===== src/rtl/rtcp_pkg.sv =====
package rtcp_pkg;
   typedef enum logic [1:0] {
      TRIM_NONE = 2'd0,
      TRIM_FAST = 2'd1,
      TRIM_SLOW = 2'd2
   } trim_e;
endpackage


===== src/rtl/rtcp_cal_seq.sv =====
module rtcp_cal_seq
   import rtcp_pkg::*;
#(
   parameter int CYCLE_MIN = 64,
   parameter int MAG_W     = 5
) (
   input  logic             clk,
   input  logic             rst_n,
   input  logic             minute_strobe,
   input  logic [MAG_W-1:0] cal_mag,
   input  logic             cal_fast,
   input  logic             boundary,
   output trim_e            req_mode
);
   localparam int IDX_W = $clog2(CYCLE_MIN);
   localparam int CMP_W = IDX_W + MAG_W + 1;
   localparam logic [IDX_W-1:0] LAST_IDX = IDX_W'(CYCLE_MIN - 1);

   initial begin
      assert (CYCLE_MIN >= 2 * ((1 << MAG_W) - 1))
         else $error("window shorter than largest trimmed span");
      assert (CYCLE_MIN > 1) else $error("window too small");
   end

   logic [IDX_W-1:0] idx_q, idx_next;
   logic [CMP_W-1:0] idx_ext, lim;
   logic             pend_q;

   always_comb begin
      idx_next = (idx_q == LAST_IDX) ? '0 : idx_q + 1'b1;
      idx_ext  = {{(CMP_W-IDX_W){1'b0}}, idx_next};
      lim      = {{(CMP_W-MAG_W-1){1'b0}}, cal_mag, 1'b0};
   end

   always_ff @(posedge clk) begin
      if (!rst_n) begin
         idx_q  <= '0;
         pend_q <= 1'b0;
      end else begin
         if (minute_strobe) begin
            idx_q  <= idx_next;
            pend_q <= (idx_ext < lim);
         end else if (boundary) begin
            pend_q <= 1'b0;
         end
      end
   end

   always_comb begin
      if (!pend_q)       req_mode = TRIM_NONE;
      else if (cal_fast) req_mode = TRIM_FAST;
      else               req_mode = TRIM_SLOW;
   end

   a_r5_idx_wrap: assert property (@(posedge clk) disable iff (!rst_n)
      (minute_strobe && idx_q == LAST_IDX) |=> (idx_q == '0));
   a_r5_idx_hold: assert property (@(posedge clk) disable iff (!rst_n)
      (!minute_strobe) |=> $stable(idx_q));
endmodule


===== src/rtl/rtcp_sec_div.sv =====
module rtcp_sec_div
   import rtcp_pkg::*;
#(
   parameter int OSC_HZ   = 32768,
   parameter int POS_TRIM = 256,
   parameter int NEG_TRIM = 128
) (
   input  logic  clk,
   input  logic  rst_n,
   input  logic  osc_en,
   input  logic  halt,
   input  trim_e req_mode,
   output logic  boundary,
   output logic  sec_tick
);
   localparam int DIV_W = $clog2(OSC_HZ + NEG_TRIM);
   localparam logic [DIV_W-1:0] T_NOM  = DIV_W'(OSC_HZ - 1);
   localparam logic [DIV_W-1:0] T_FAST = DIV_W'(OSC_HZ - 1 - POS_TRIM);
   localparam logic [DIV_W-1:0] T_SLOW = DIV_W'(OSC_HZ - 1 + NEG_TRIM);

   initial begin
      assert (POS_TRIM > 0 && POS_TRIM < OSC_HZ) else $error("bad positive step");
      assert (NEG_TRIM > 0) else $error("bad negative step");
   end

   logic [DIV_W-1:0] cnt_q, term;
   trim_e            cur_q;
   logic             step;

   always_comb begin
      unique case (cur_q)
         TRIM_FAST: term = T_FAST;
         TRIM_SLOW: term = T_SLOW;
         default:   term = T_NOM;
      endcase
      step     = osc_en && !halt;
      boundary = step && (cnt_q == term);
   end

   always_ff @(posedge clk) begin
      if (!rst_n) begin
         cnt_q    <= '0;
         cur_q    <= TRIM_NONE;
         sec_tick <= 1'b0;
      end else begin
         sec_tick <= boundary;
         if (boundary) begin
            cnt_q <= '0;
            cur_q <= req_mode;
         end else if (step) begin
            cnt_q <= cnt_q + 1'b1;
         end
      end
   end

   a_r3_cnt_bound: assert property (@(posedge clk) disable iff (!rst_n)
      cnt_q <= T_SLOW);
   a_r11_tick_single: assert property (@(posedge clk) disable iff (!rst_n)
      sec_tick |=> !sec_tick);
   a_r9_halt_no_tick: assert property (@(posedge clk) disable iff (!rst_n)
      halt |=> !sec_tick);
endmodule


===== src/rtl/rtcp_test_out.sv =====
module rtcp_test_out #(
   parameter int TEST_DIV = 64,
   parameter bit PIN_REG  = 1'b1
) (
   input  logic clk,
   input  logic rst_n,
   input  logic osc_en,
   input  logic halt,
   input  logic ft_en,
   input  logic out_level,
   output logic pin_pull_low
);
   localparam int TW = $clog2(TEST_DIV);

   initial begin
      assert (TEST_DIV >= 2 && (1 << TW) == TEST_DIV)
         else $error("test divider must be a power of two");
   end

   logic [TW-1:0] tcnt_q;
   logic          pull_d;

   always_ff @(posedge clk) begin
      if (!rst_n)                tcnt_q <= '0;
      else if (osc_en && !halt)  tcnt_q <= tcnt_q + 1'b1;
   end

   assign pull_d = ft_en ? !tcnt_q[TW-1] : !out_level;

   generate
      if (PIN_REG) begin : g_reg
         logic pull_q;
         always_ff @(posedge clk) begin
            if (!rst_n) pull_q <= 1'b0;
            else        pull_q <= pull_d;
         end
         assign pin_pull_low = pull_q;
         a_r8_level_follow: assert property (@(posedge clk) disable iff (!rst_n)
            (!ft_en) |=> (pin_pull_low == !$past(out_level)));
      end else begin : g_comb
         assign pin_pull_low = rst_n && pull_d;
      end
   endgenerate

   a_r9_wave_frozen: assert property (@(posedge clk) disable iff (!rst_n)
      halt |=> $stable(tcnt_q));
endmodule


===== src/rtl/rtcp_prescaler.sv =====
module rtcp_prescaler
   import rtcp_pkg::*;
#(
   parameter int OSC_HZ    = 32768,
   parameter int POS_TRIM  = 256,
   parameter int NEG_TRIM  = 128,
   parameter int TEST_DIV  = 64,
   parameter int CYCLE_MIN = 64,
   parameter int MAG_W     = 5,
   parameter bit PIN_REG   = 1'b1
) (
   input  logic             clk,
   input  logic             rst_n,
   input  logic             osc_en,
   input  logic             stop,
   input  logic             minute_strobe,
   input  logic [MAG_W-1:0] cal_mag,
   input  logic             cal_fast,
   input  logic             ft_en,
   input  logic             out_level,
   output logic             sec_tick,
   output logic             pin_pull_low
);
   trim_e req_mode;
   logic  boundary;

   rtcp_cal_seq #(.CYCLE_MIN(CYCLE_MIN), .MAG_W(MAG_W)) u_seq (
      .clk(clk), .rst_n(rst_n), .minute_strobe(minute_strobe),
      .cal_mag(cal_mag), .cal_fast(cal_fast), .boundary(boundary),
      .req_mode(req_mode));

   rtcp_sec_div #(.OSC_HZ(OSC_HZ), .POS_TRIM(POS_TRIM), .NEG_TRIM(NEG_TRIM)) u_div (
      .clk(clk), .rst_n(rst_n), .osc_en(osc_en), .halt(stop),
      .req_mode(req_mode), .boundary(boundary), .sec_tick(sec_tick));

   rtcp_test_out #(.TEST_DIV(TEST_DIV), .PIN_REG(PIN_REG)) u_tst (
      .clk(clk), .rst_n(rst_n), .osc_en(osc_en), .halt(stop),
      .ft_en(ft_en), .out_level(out_level), .pin_pull_low(pin_pull_low));
endmodule


===== config.mk =====
export PLATFORM = sky130hd
export DESIGN_NAME = rtcp_prescaler
export DESIGN_NICKNAME = d
export VERILOG_FILES = /design/src/rtl/rtcp_pkg.sv /design/src/rtl/rtcp_cal_seq.sv /design/src/rtl/rtcp_sec_div.sv /design/src/rtl/rtcp_test_out.sv /design/src/rtl/rtcp_prescaler.sv
export SDC_FILE = /design/constraint.sdc
export NUM_CORES = 1
export LEC_CHECK = 0
export BUFFER_PORTS_ARGS = -buffer_cell sky130_fd_sc_hd__buf_2
export CORE_MARGIN = 3
export CORE_UTILIZATION = 25
export CTS_CLUSTER_SIZE = 28
export DETAILED_ROUTE_END_ITERATION = 16
export GPL_TIMING_DRIVEN = 0
export PLACE_DENSITY = 0.4
export REMOVE_ABC_BUFFERS = 1
export SYNTH_ARGS = -nofsm -noshare
export SYNTH_HDL_FRONTEND = slang
export SYNTH_SLANG_ARGS = --single-unit

===== constraint.sdc =====
create_clock -name clk -period 3.59 [get_ports clk]
set_input_delay 0 -clock clk [delete_from_list [all_inputs] [get_ports clk]]
set_output_delay 0 -clock clk [all_outputs]
set_load 0.01 [all_outputs]

==> run_results.csv, run 1 <==
group,metric,value,unit
setup_path,crit_type,"flop to flop",
final_layout,antenna-diode-count,0,
setup_path,r2r_slack,1250,ps
clocking,cts_hold_buffers,2,
sta,clock-skew-final,5.68,ps
detailed_routing,drtAntennaViolNets,0,
sta,slew_violations,0,
sta,fmax,0.427,GHz
setup_path,max_stage_delay,840,ps
global_routing,grt_pass1_vias,1303,
detailed_routing,first_pass_iters,4,
yosys,synthArstFlopShare,0,%
final_layout,n_fill_cell,709,
sta,fin_crit_sh,65.3,%
setup_path,crit_slowest_cell,"o41ai_4",
setup_path,crit_arrival,2490,ps
yosys,syn_inst,194,
setup_path,path_cells,"ha_1 -> nand4b_1 -> or2_1 -> o41ai_4 -> nor2_1",
yosys,ys_types,49,
detailed_routing,wire_per_inst,11.9,um
setup_path,crit_fanout,13,
yosys,ys_ff_latch,33,
yosys,synth_edf_count,0,
power,p_leak,0.741,nW
floorplanning,io_pins,15,
yosys,yosys.area.top_type,"dfxtp_1",
yosys,synth_commonest_cells,"dfxtp_1, nand2_1, nor2_1",
setup_path,required,3730,ps
clocking,ctsRootBufferMaster,"clkbuf_8",
yosys,synth_seq_area_share,38.0,%
global_routing,grt_pass1_wl,6010,um
sta,rsz0062_at_grt,"false",
floorplanning,coreArea,0.00653,mm2
sta,timing.final.hold_violations,0,
clocking,cts_setup_buffers,0,
clocking,numCtsBuffers,5,
final_layout,nets,231,
yosys,avgSynthCellArea,8.96,um2
place,dp_hpwl,2390,um
power,ir_drop,0.161,mV
floorplanning,dieArea,0.00799,mm2
place,pre_cts_slack,1230,ps
clocking,clock-sinks,33,
clocking,worstSkewPairLatency,280,ps
yosys,synth.top_cell.area_share,38.0,%
global_routing,grt-ovfl-total,0,
clocking,clk_pin_slew,70,ps
global_routing,track_usage,9.60,%
place,io_buffers,14,
clocking,htreeDepth,2,
yosys,yosys_warnings,0,
yosys,synth_flop_cell,"dfxtp_1",
min_path,min_path_type,"input pin to flop",
final_layout,stdcell_count,288,
sta,relSlewSlack,45.2,%
place,gp_congestion,0.667,
detailed_routing,drc,0,
floorplanning,start_util,26.6,%
detailed_routing,vias_per_cell,4.71,
yosys,synth.area.top_cells,"dfxtp_1, xor2_1, ha_1, xnor2_1, nand2_1",
floorplanning,fp.dieH,89.4,um
detailed_routing,drt-initial-drc-count,44,
yosys,synth_area,0.00174,mm2
sta,setup_tns,0,ps
sta,worst_slew_pin_slew,820,ps
clocking,clockBufferDepth,2,
detailed_routing,vias,1356,
setup_path,critPathCaptureType,"flop",
final_layout,syn_to_final_growth,14.7,%
floorplanning,die_w,89.4,um
power,p_per_area,402,mW/mm2
place,dp.cells,278,
setup_path,worstSetupStartpointType,"flop",
final_layout,drive_gt1_share,15.2,%
clocking,cts_resized,0,
global_routing,grt_max_degree,16,
final_layout,utilization,30.5,%
flow_run,drv_cap,0,
floorplanning,rows,29,
global_routing,grt_antenna_before_repair,0,
sta,fin_ws,1250,ps
outcome,status,"finished, final reports clean",
sta,timing.final.crit_period,2340,ps
sta,setup_viol,0,
yosys,yosysMostFrequentCell,"dfxtp_1",
clocking,cts_tree,"yes",
detailed_routing,routed_wl,3440,um
worst max-delay path, delay by kind of cell (launching register included):
| kind | cells | cell delay, ps |
|---|---|---|
| fa+ha+maj | 1 | 220 |
| flops | 1 | 380 |
| compound gates | 1 | 840 |
| simple gates | 3 | 760 |
final cells by class:
| type | count | area, um2 | area share [%] |
|---|---|---|---|
| multi-input combinational | 146 | 996 | 50.0 |
| sequential | 33 | 661 | 33.1 |
| tap | 77 | 96.3 | 4.83 |
| timing repair buffer | 16 | 90.1 | 4.52 |
| clock buffer | 6 | 82.6 | 4.14 |
| clock inverter | 2 | 37.5 | 1.88 |
| inverter | 8 | 30.0 | 1.51 |
registers in the layout (all words and copies together) (netlist names):
| signal | count |
|---|---|
| u_div.cnt_q | 16 |
| u_div.cur_q | 2 |
| u_div.sec_tick | 1 |
| u_seq.idx_q | 6 |
| u_seq.pend_q | 1 |
| u_tst.pin_pull_low | 1 |
| u_tst.tcnt_q | 6 |
cells in the final DEF, fill, tap and decap left out, drive strengths merged, types with 2 or more instances in the layout:
cell type | netlist | final
dfxtp | 33 | 33
nor3 | 2 | 2
or3 | 6 | 6
nor2b | 3 | 3
a21oi | 9 | 9
dlygate4sd3 | 0 | 2
xnor2 | 8 | 8
nor4 | 3 | 3
nand4 | 7 | 7
nand3b | 3 | 3
mux2i | 4 | 4
buf | 3 | 14
inv | 8 | 8
nand2b | 3 | 3
xor2 | 12 | 12
o31ai | 2 | 2
ha | 8 | 8
a31oi | 4 | 4
or2 | 2 | 2
nand2 | 17 | 17
nand3 | 9 | 9
or4 | 4 | 4
and2 | 2 | 2
o21ai | 6 | 6
and3 | 2 | 2
nor2 | 17 | 17
clkbuf | 4 | 6
through the flow:
stage          instance area (um2)  power (mW)  hold WS [ps]
2_1_floorplan                 1690       0.416           100
4_1_cts                       1990       0.818         0.311
5_1_grt                       1990       0.838          3.02
3_5_place_dp                  1850       0.436           205
6_report                      1990       0.801          6.39
3_3_place_gp                  1850       0.436           204
routing by layer:
metal	vias up	routed length [um]	GRT usage (%)
li1	723	-	-
met1	612	1890	13.4
met2	15	1410	13.9
met3	6	99	3.04
met4	0	42	3.25
met5	-	0	0
where the power goes:
| group | total, mW | leakage (nW) | switching [mW] | internal (mW) |
|---|---|---|---|---|
| Sequential | 0.382 | 0.268 | 0.00776 | 0.374 |
| Combinational | 0.0469 | 0.416 | 0.0254 | 0.0215 |
| Clock | 0.372 | 0.0574 | 0.146 | 0.226 |
logic make-up after synthesis:
logic type	share of synthesized area (%)
buffers and inverters	4.68
and+or+nand+nor	27.6
AOI/OAI and AO/OA	11.6
adders and majority gates	5.76
xor gates and xnor gates	10.1
muxes	2.30
DFF	38.0
worst paths after layout:
check	start	to	cells after the start
hold / removal	cal_fast	u_div.cur_q[0]	3
setup reg to reg	u_div.cnt_q[0]	u_div.cnt_q[4]	5
setup / recovery	u_div.cnt_q[0]	u_div.cnt_q[4]	5
hold reg to reg	u_div.cur_q[0]	u_div.cur_q[0]	2
Power figures use the tool's default switching activity.
==> run 2, diff against run 1 <==
--- a/config.mk
+++ b/config.mk
@@ -11,7 +11,7 @@
 export CTS_CLUSTER_SIZE = 28
 export DETAILED_ROUTE_END_ITERATION = 16
 export GPL_TIMING_DRIVEN = 0
-export PLACE_DENSITY = 0.4
+export PLACE_DENSITY = 0.41
 export REMOVE_ABC_BUFFERS = 1
 export SYNTH_ARGS = -nofsm -noshare
 export SYNTH_HDL_FRONTEND = slang
==> constraint.sdc (replaced) <==
create_clock -name clk -period 2 [get_ports clk]
set_input_delay 0 -clock clk [delete_from_list [all_inputs] [get_ports clk]]
set_output_delay 0 -clock clk [all_outputs]
set_load 0.01 [all_outputs]
==> run_results.csv, run 2 (synthesis results as in run 1) <==
group,metric,value,unit
setup_path,required,2210,ps
min_path,hp-start,"rst_n",
detailed_routing,drc,0,
sta,relSlewSlack,52.1,%
setup_path,reg2reg_depth,8,
min_path,whs_path_depth,3,
final_layout,antenna-diode-count,0,
final_layout,drive_gt1_share,20.6,%
power,p_total,1.43,mW
sta,fin_ws,117,ps
final_layout,final_common_cell,"dfxtp_1",
setup_path,cp-startpoint,"u_seq.idx_q[0]",
setup_path,path_cells,"ha_4 -> nand3_2 -> or2_4 -> and2_4 -> ha_1 -> a21o_1 -> a211o_1 -> o22ai_1",
final_layout,stdcell_count,295,
setup_path,crit_slowest_cell,"dfxtp_4",
global_routing,track_usage,9.91,%
final_layout,seqCellArea,672,um2
sta,fin_crit_sh,94.1,%
min_path,min_path_type,"input pin to flop",
sta,setup_tns,0,ps
sta,timing.final.hold_violations,0,
setup_path,max_stage_delay,380,ps
final_layout,regMostFlops,"u_div.cnt_q",
floorplanning,fp.dieH,89.4,um
floorplanning,start_util,26.6,%
detailed_routing,routed_wl,3590,um
place,pre_cts_slack,-399,ps
place,io_buffers,14,
final_layout,multiInputGateArea,0.00103,mm2
sta,fin_hold_ws,55.8,ps
sta,worst_slew_pin_slew,716,ps
setup_path,crit_family,"compound AO/OA/AOI/OAI gates",
setup_path,worstSetupStartpointType,"flop",
sta,slew_violations,0,
sta,fmax,0.531,GHz
detailed_routing,wire_per_inst,12.2,um
setup_path,crit_arrival,2100,ps
global_routing,grt-ovfl-total,0,
detailed_routing,first_pass_iters,4,
place,dp.cells,278,
clocking,htreeDepth,2,
power,p_per_area,681,mW/mm2
place,gp_congestion,0.677,
final_layout,final_cell_mix,"dfxtp_1, nand2_1, nor2_1",
detailed_routing,vias_per_cell,4.66,
final_layout,syn_to_final_growth,20.9,%
floorplanning,io_pins,15,
global_routing,grt_max_degree,16,
final_layout,largest_reg_flops,16,
clocking,ctsRootBufferMaster,"clkbuf_8",
sta,timing.final.crit_period,1880,ps
floorplanning,rows,29,
floorplanning,die_w,89.4,um
setup_path,crit_type,"flop to flop",
setup_path,crit_fanout,6,
clocking,numCtsBuffers,5,
detailed_routing,vias,1376,
final_layout,nets,238,
sta,setup_viol,0,
detailed_routing,drtAntennaViolNets,0,
global_routing,grt_antenna_before_repair,0,
clocking,clockBufferDepth,2,
clocking,worstSkewPairLatency,290,ps
clocking,clock-sinks,33,
clocking,clk_pin_slew,80,ps
setup_path,crit_cells,8,
setup_path,cp_num_buf_inv,0,
power,ir_drop,0.409,mV
global_routing,grt_pass1_vias,1317,
floorplanning,coreArea,0.00653,mm2
global_routing,grt_pass1_wl,6180,um
outcome,status,"finished, final reports clean",
final_layout,n_fill_cell,705,
setup_path,critPathCaptureType,"flop",
sta,clock-skew-final,8.51,ps
detailed_routing,drt-initial-drc-count,63,
floorplanning,dieArea,0.00799,mm2
place,dp_hpwl,2400,um
flow_run,drv_cap,0,
power,p_leak,0.795,nW
setup_path,r2r_start,"u_seq.idx_q[0]",
sta,rsz0062_at_grt,"false",
final_layout,largestRegisters,"u_div.cnt_q: 16 flops, u_seq.idx_q: 6 flops, u_tst.tcnt_q: 6 flops",
clocking,cts_tree,"yes",
-- run 2: report_power, final --
group | switching [mW] | internal [mW]
Clock | 0.278 | 0.373
Combinational | 0.0486 | 0.0467
Sequential | 0.0160 | 0.669
Total | 0.342 | 1.09
-- run 2: per-stage QoR --
step	utilization, %	area, um2
2_1_floorplan	-	1690
3_3_place_gp	28.4	1850
3_5_place_dp	28.4	1850
4_1_cts	31.2	2040
5_1_grt	32.2	2100
6_report	32.2	2100
-- run 2: final cells by class --
cell class              count  area share [%]
clock inverters             3            2.20
repair buffers             23            7.50
clock buffers               5            3.28
inverters                   8            1.43
flip-flops and latches     33            32.0
well taps                  77            4.59
multi-input cells         146            49.0
-- run 2: path summary, 6_finish.rpt --
path              slack (ps)        endpoint
setup / recovery         120    u_seq.pend_q
hold / removal            60  u_div.cur_q[0]
setup reg to reg         120    u_seq.pend_q
hold reg to reg          460  u_div.cur_q[0]
-- run 2: layer usage --
layer	vias up	global-route usage (%)	wire length, um
met1	620	14.3	1950
met4	0	3.79	57
li1	736	-	-
met5	-	0	0
met3	7	2.49	100
met2	13	14.0	1490
-- run 2: worst register-to-register path: stages, from the launching register on --
cell and delay (ps):
dfxtp_4 380, ha_4 160, nand3_2 80, or2_4 270, and2_4 150, ha_1 170
a21o_1 170, a211o_1 280, o22ai_1 150
-- run 2: timing repair --
| action | 4_1_cts | 5_1_grt |
|---|---|---|
| hold endpoints to repair | 2 | 0 |
| endpoints found under the setup margin | 14 | 18 |
| buffers inserted | 1 | 5 |
| resized for setup | 6 | 8 |
| pin swaps | 1 | 5 |
| hold buffers | 3 | 0 |
==> run 3, diff against run 2 <==
--- a/config.mk
+++ b/config.mk
@@ -6,7 +6,7 @@
 export NUM_CORES = 1
 export LEC_CHECK = 0
 export BUFFER_PORTS_ARGS = -buffer_cell sky130_fd_sc_hd__buf_2
-export CORE_MARGIN = 3
+export CORE_MARGIN = 1.5
 export CORE_UTILIZATION = 25
 export CTS_CLUSTER_SIZE = 28
 export DETAILED_ROUTE_END_ITERATION = 16
==> constraint.sdc (replaced) <==
create_clock -name clk -period 2 [get_ports clk]
set_input_delay 0 -clock clk [delete_from_list [all_inputs] [get_ports clk]]
set_output_delay 0 -clock clk [all_outputs]
set_load 0.02 [all_outputs]
==> run_results.csv, run 3 (synthesis results as in run 1) <==
group,metric,value,unit
final_layout,final_common_cell,"dfxtp_1",
sta,slew_violations,0,
place,gp_congestion,0.718,
setup_path,worstSetupStartpointType,"flop",
detailed_routing,first_pass_iters,4,
setup_path,r2r_start,"u_div.cnt_q[0]",
global_routing,grt_pass1_wl,5710,um
power,p_leak,0.748,nW
detailed_routing,drtAntennaViolNets,0,
clocking,clock-sinks,33,
final_layout,final_cell_mix,"dfxtp_1, nand2_1, nor2_1",
setup_path,crit_fanout,7,
floorplanning,fp.dieH,86.4,um
global_routing,track_usage,9.60,%
global_routing,grt_antenna_before_repair,0,
detailed_routing,vias,1380,
clocking,clockBufferDepth,2,
global_routing,grt-ovfl-total,0,
setup_path,required,2220,ps
sta,relSlewSlack,51.0,%
sta,clock-skew-final,7.34,ps
outcome,status,"finished, final reports clean",
clocking,worstSkewPairLatency,280,ps
clocking,numCtsBuffers,5,
place,dp_hpwl,2360,um
detailed_routing,wire_per_inst,11.6,um
floorplanning,rows,30,
final_layout,largest_reg_flops,16,
clocking,clk_pin_slew,70,ps
floorplanning,dieArea,0.00746,mm2
final_layout,syn_to_final_growth,16.3,%
global_routing,grt_max_degree,16,
sta,fin_crit_sh,94.8,%
min_path,hp-start,"cal_fast",
floorplanning,io_pins,15,
clocking,htreeDepth,2,
sta,setup_tns,0,ps
final_layout,drive_gt1_share,17.8,%
setup_path,crit_type,"flop to flop",
sta,setup_viol,0,
setup_path,cp-startpoint,"u_div.cnt_q[0]",
power,p_total,1.29,mW
sta,rsz0062_at_grt,"false",
global_routing,grt_pass1_vias,1250,
final_layout,nets,234,
floorplanning,coreArea,0.00676,mm2
sta,timing.final.crit_period,1900,ps
flow_run,drv_cap,0,
detailed_routing,vias_per_cell,4.71,
power,ir_drop,0.414,mV
place,io_buffers,14,
detailed_routing,routed_wl,3400,um
floorplanning,die_w,86.4,um
power,p_per_area,640,mW/mm2
sta,fin_hold_ws,8.36,ps
min_path,min_path_type,"input pin to flop",
sta,fmax,0.528,GHz
final_layout,regMostFlops,"u_div.cnt_q",
sta,worst_slew_pin_slew,734,ps
setup_path,crit_arrival,2110,ps
final_layout,largestRegisters,"u_div.cnt_q: 16 flops, u_seq.idx_q: 6 flops, u_tst.tcnt_q: 6 flops",
detailed_routing,drc,0,
detailed_routing,drt-initial-drc-count,94,
setup_path,critPathCaptureType,"flop",
sta,timing.final.hold_violations,0,
final_layout,antenna-diode-count,0,
floorplanning,start_util,25.7,%
final_layout,utilization,29.9,%
clocking,ctsRootBufferMaster,"clkbuf_8",
clocking,cts_tree,"yes",
[run 3: area by class of cell]
type	instances	area (um2)
Fill cell	725	4730
Tap cell	80	100
Inverter	8	30.0
Clock buffer	7	86.3
Timing Repair Buffer	19	125
Multi-Input combinational cell	146	1010
Sequential cell	33	667
[run 3: power breakdown]
group	leakage (nW)	switching [mW]	internal, mW	total [mW]
registers	0.269	0.0147	0.672	0.686
clock network	0.0443	0.243	0.273	0.516
logic	0.434	0.0478	0.0442	0.0919
[run 3: per-layer routing]
layer  vias to the layer above  global-route usage, %  routed length [um]
li1                        726                      -                   -
met1                       637                   13.5                1840
met2                        15                   14.2                1460
met3                         2                   2.57                  84
met4                         0                   3.08                  26
met5                         -                      0                   0
[run 3: per-stage QoR]
stage / instances / worst slack, ps / cell area, um2
6_report: 293 / 104 / 2020
3_3_place_gp: 281 / -388 / 1860
4_1_cts: 291 / 1.72 / 2000
5_1_grt: 293 / 0.163 / 2020
2_1_floorplan: 187 / 67.5 / 1690
3_5_place_dp: 281 / -356 / 1860
[run 3: critical path, stage by stage, from the launching register on]
cell and delay, ps:
dfxtp_1 370, ha_1 220, nand4b_1 230, or2_4 370
or4_1 510, a21oi_1 140
[run 3: path summary, 6_finish.rpt]
path	to	slack (ps)	cells past startpoint
setup / recovery	u_div.cnt_q[14]	100	5
hold / removal	u_div.cur_q[0]	8	3
setup reg to reg	u_div.cnt_q[14]	100	5
hold reg to reg	u_div.cur_q[0]	460	2
[run 3: what timing repair did]
action	4_1_cts	5_1_grt
pin swaps	1	1
hold endpoints to repair	1	0
resized for setup	4	4
hold buffers	2	0
buffers inserted	1	2
endpoints found under the setup margin	14	18
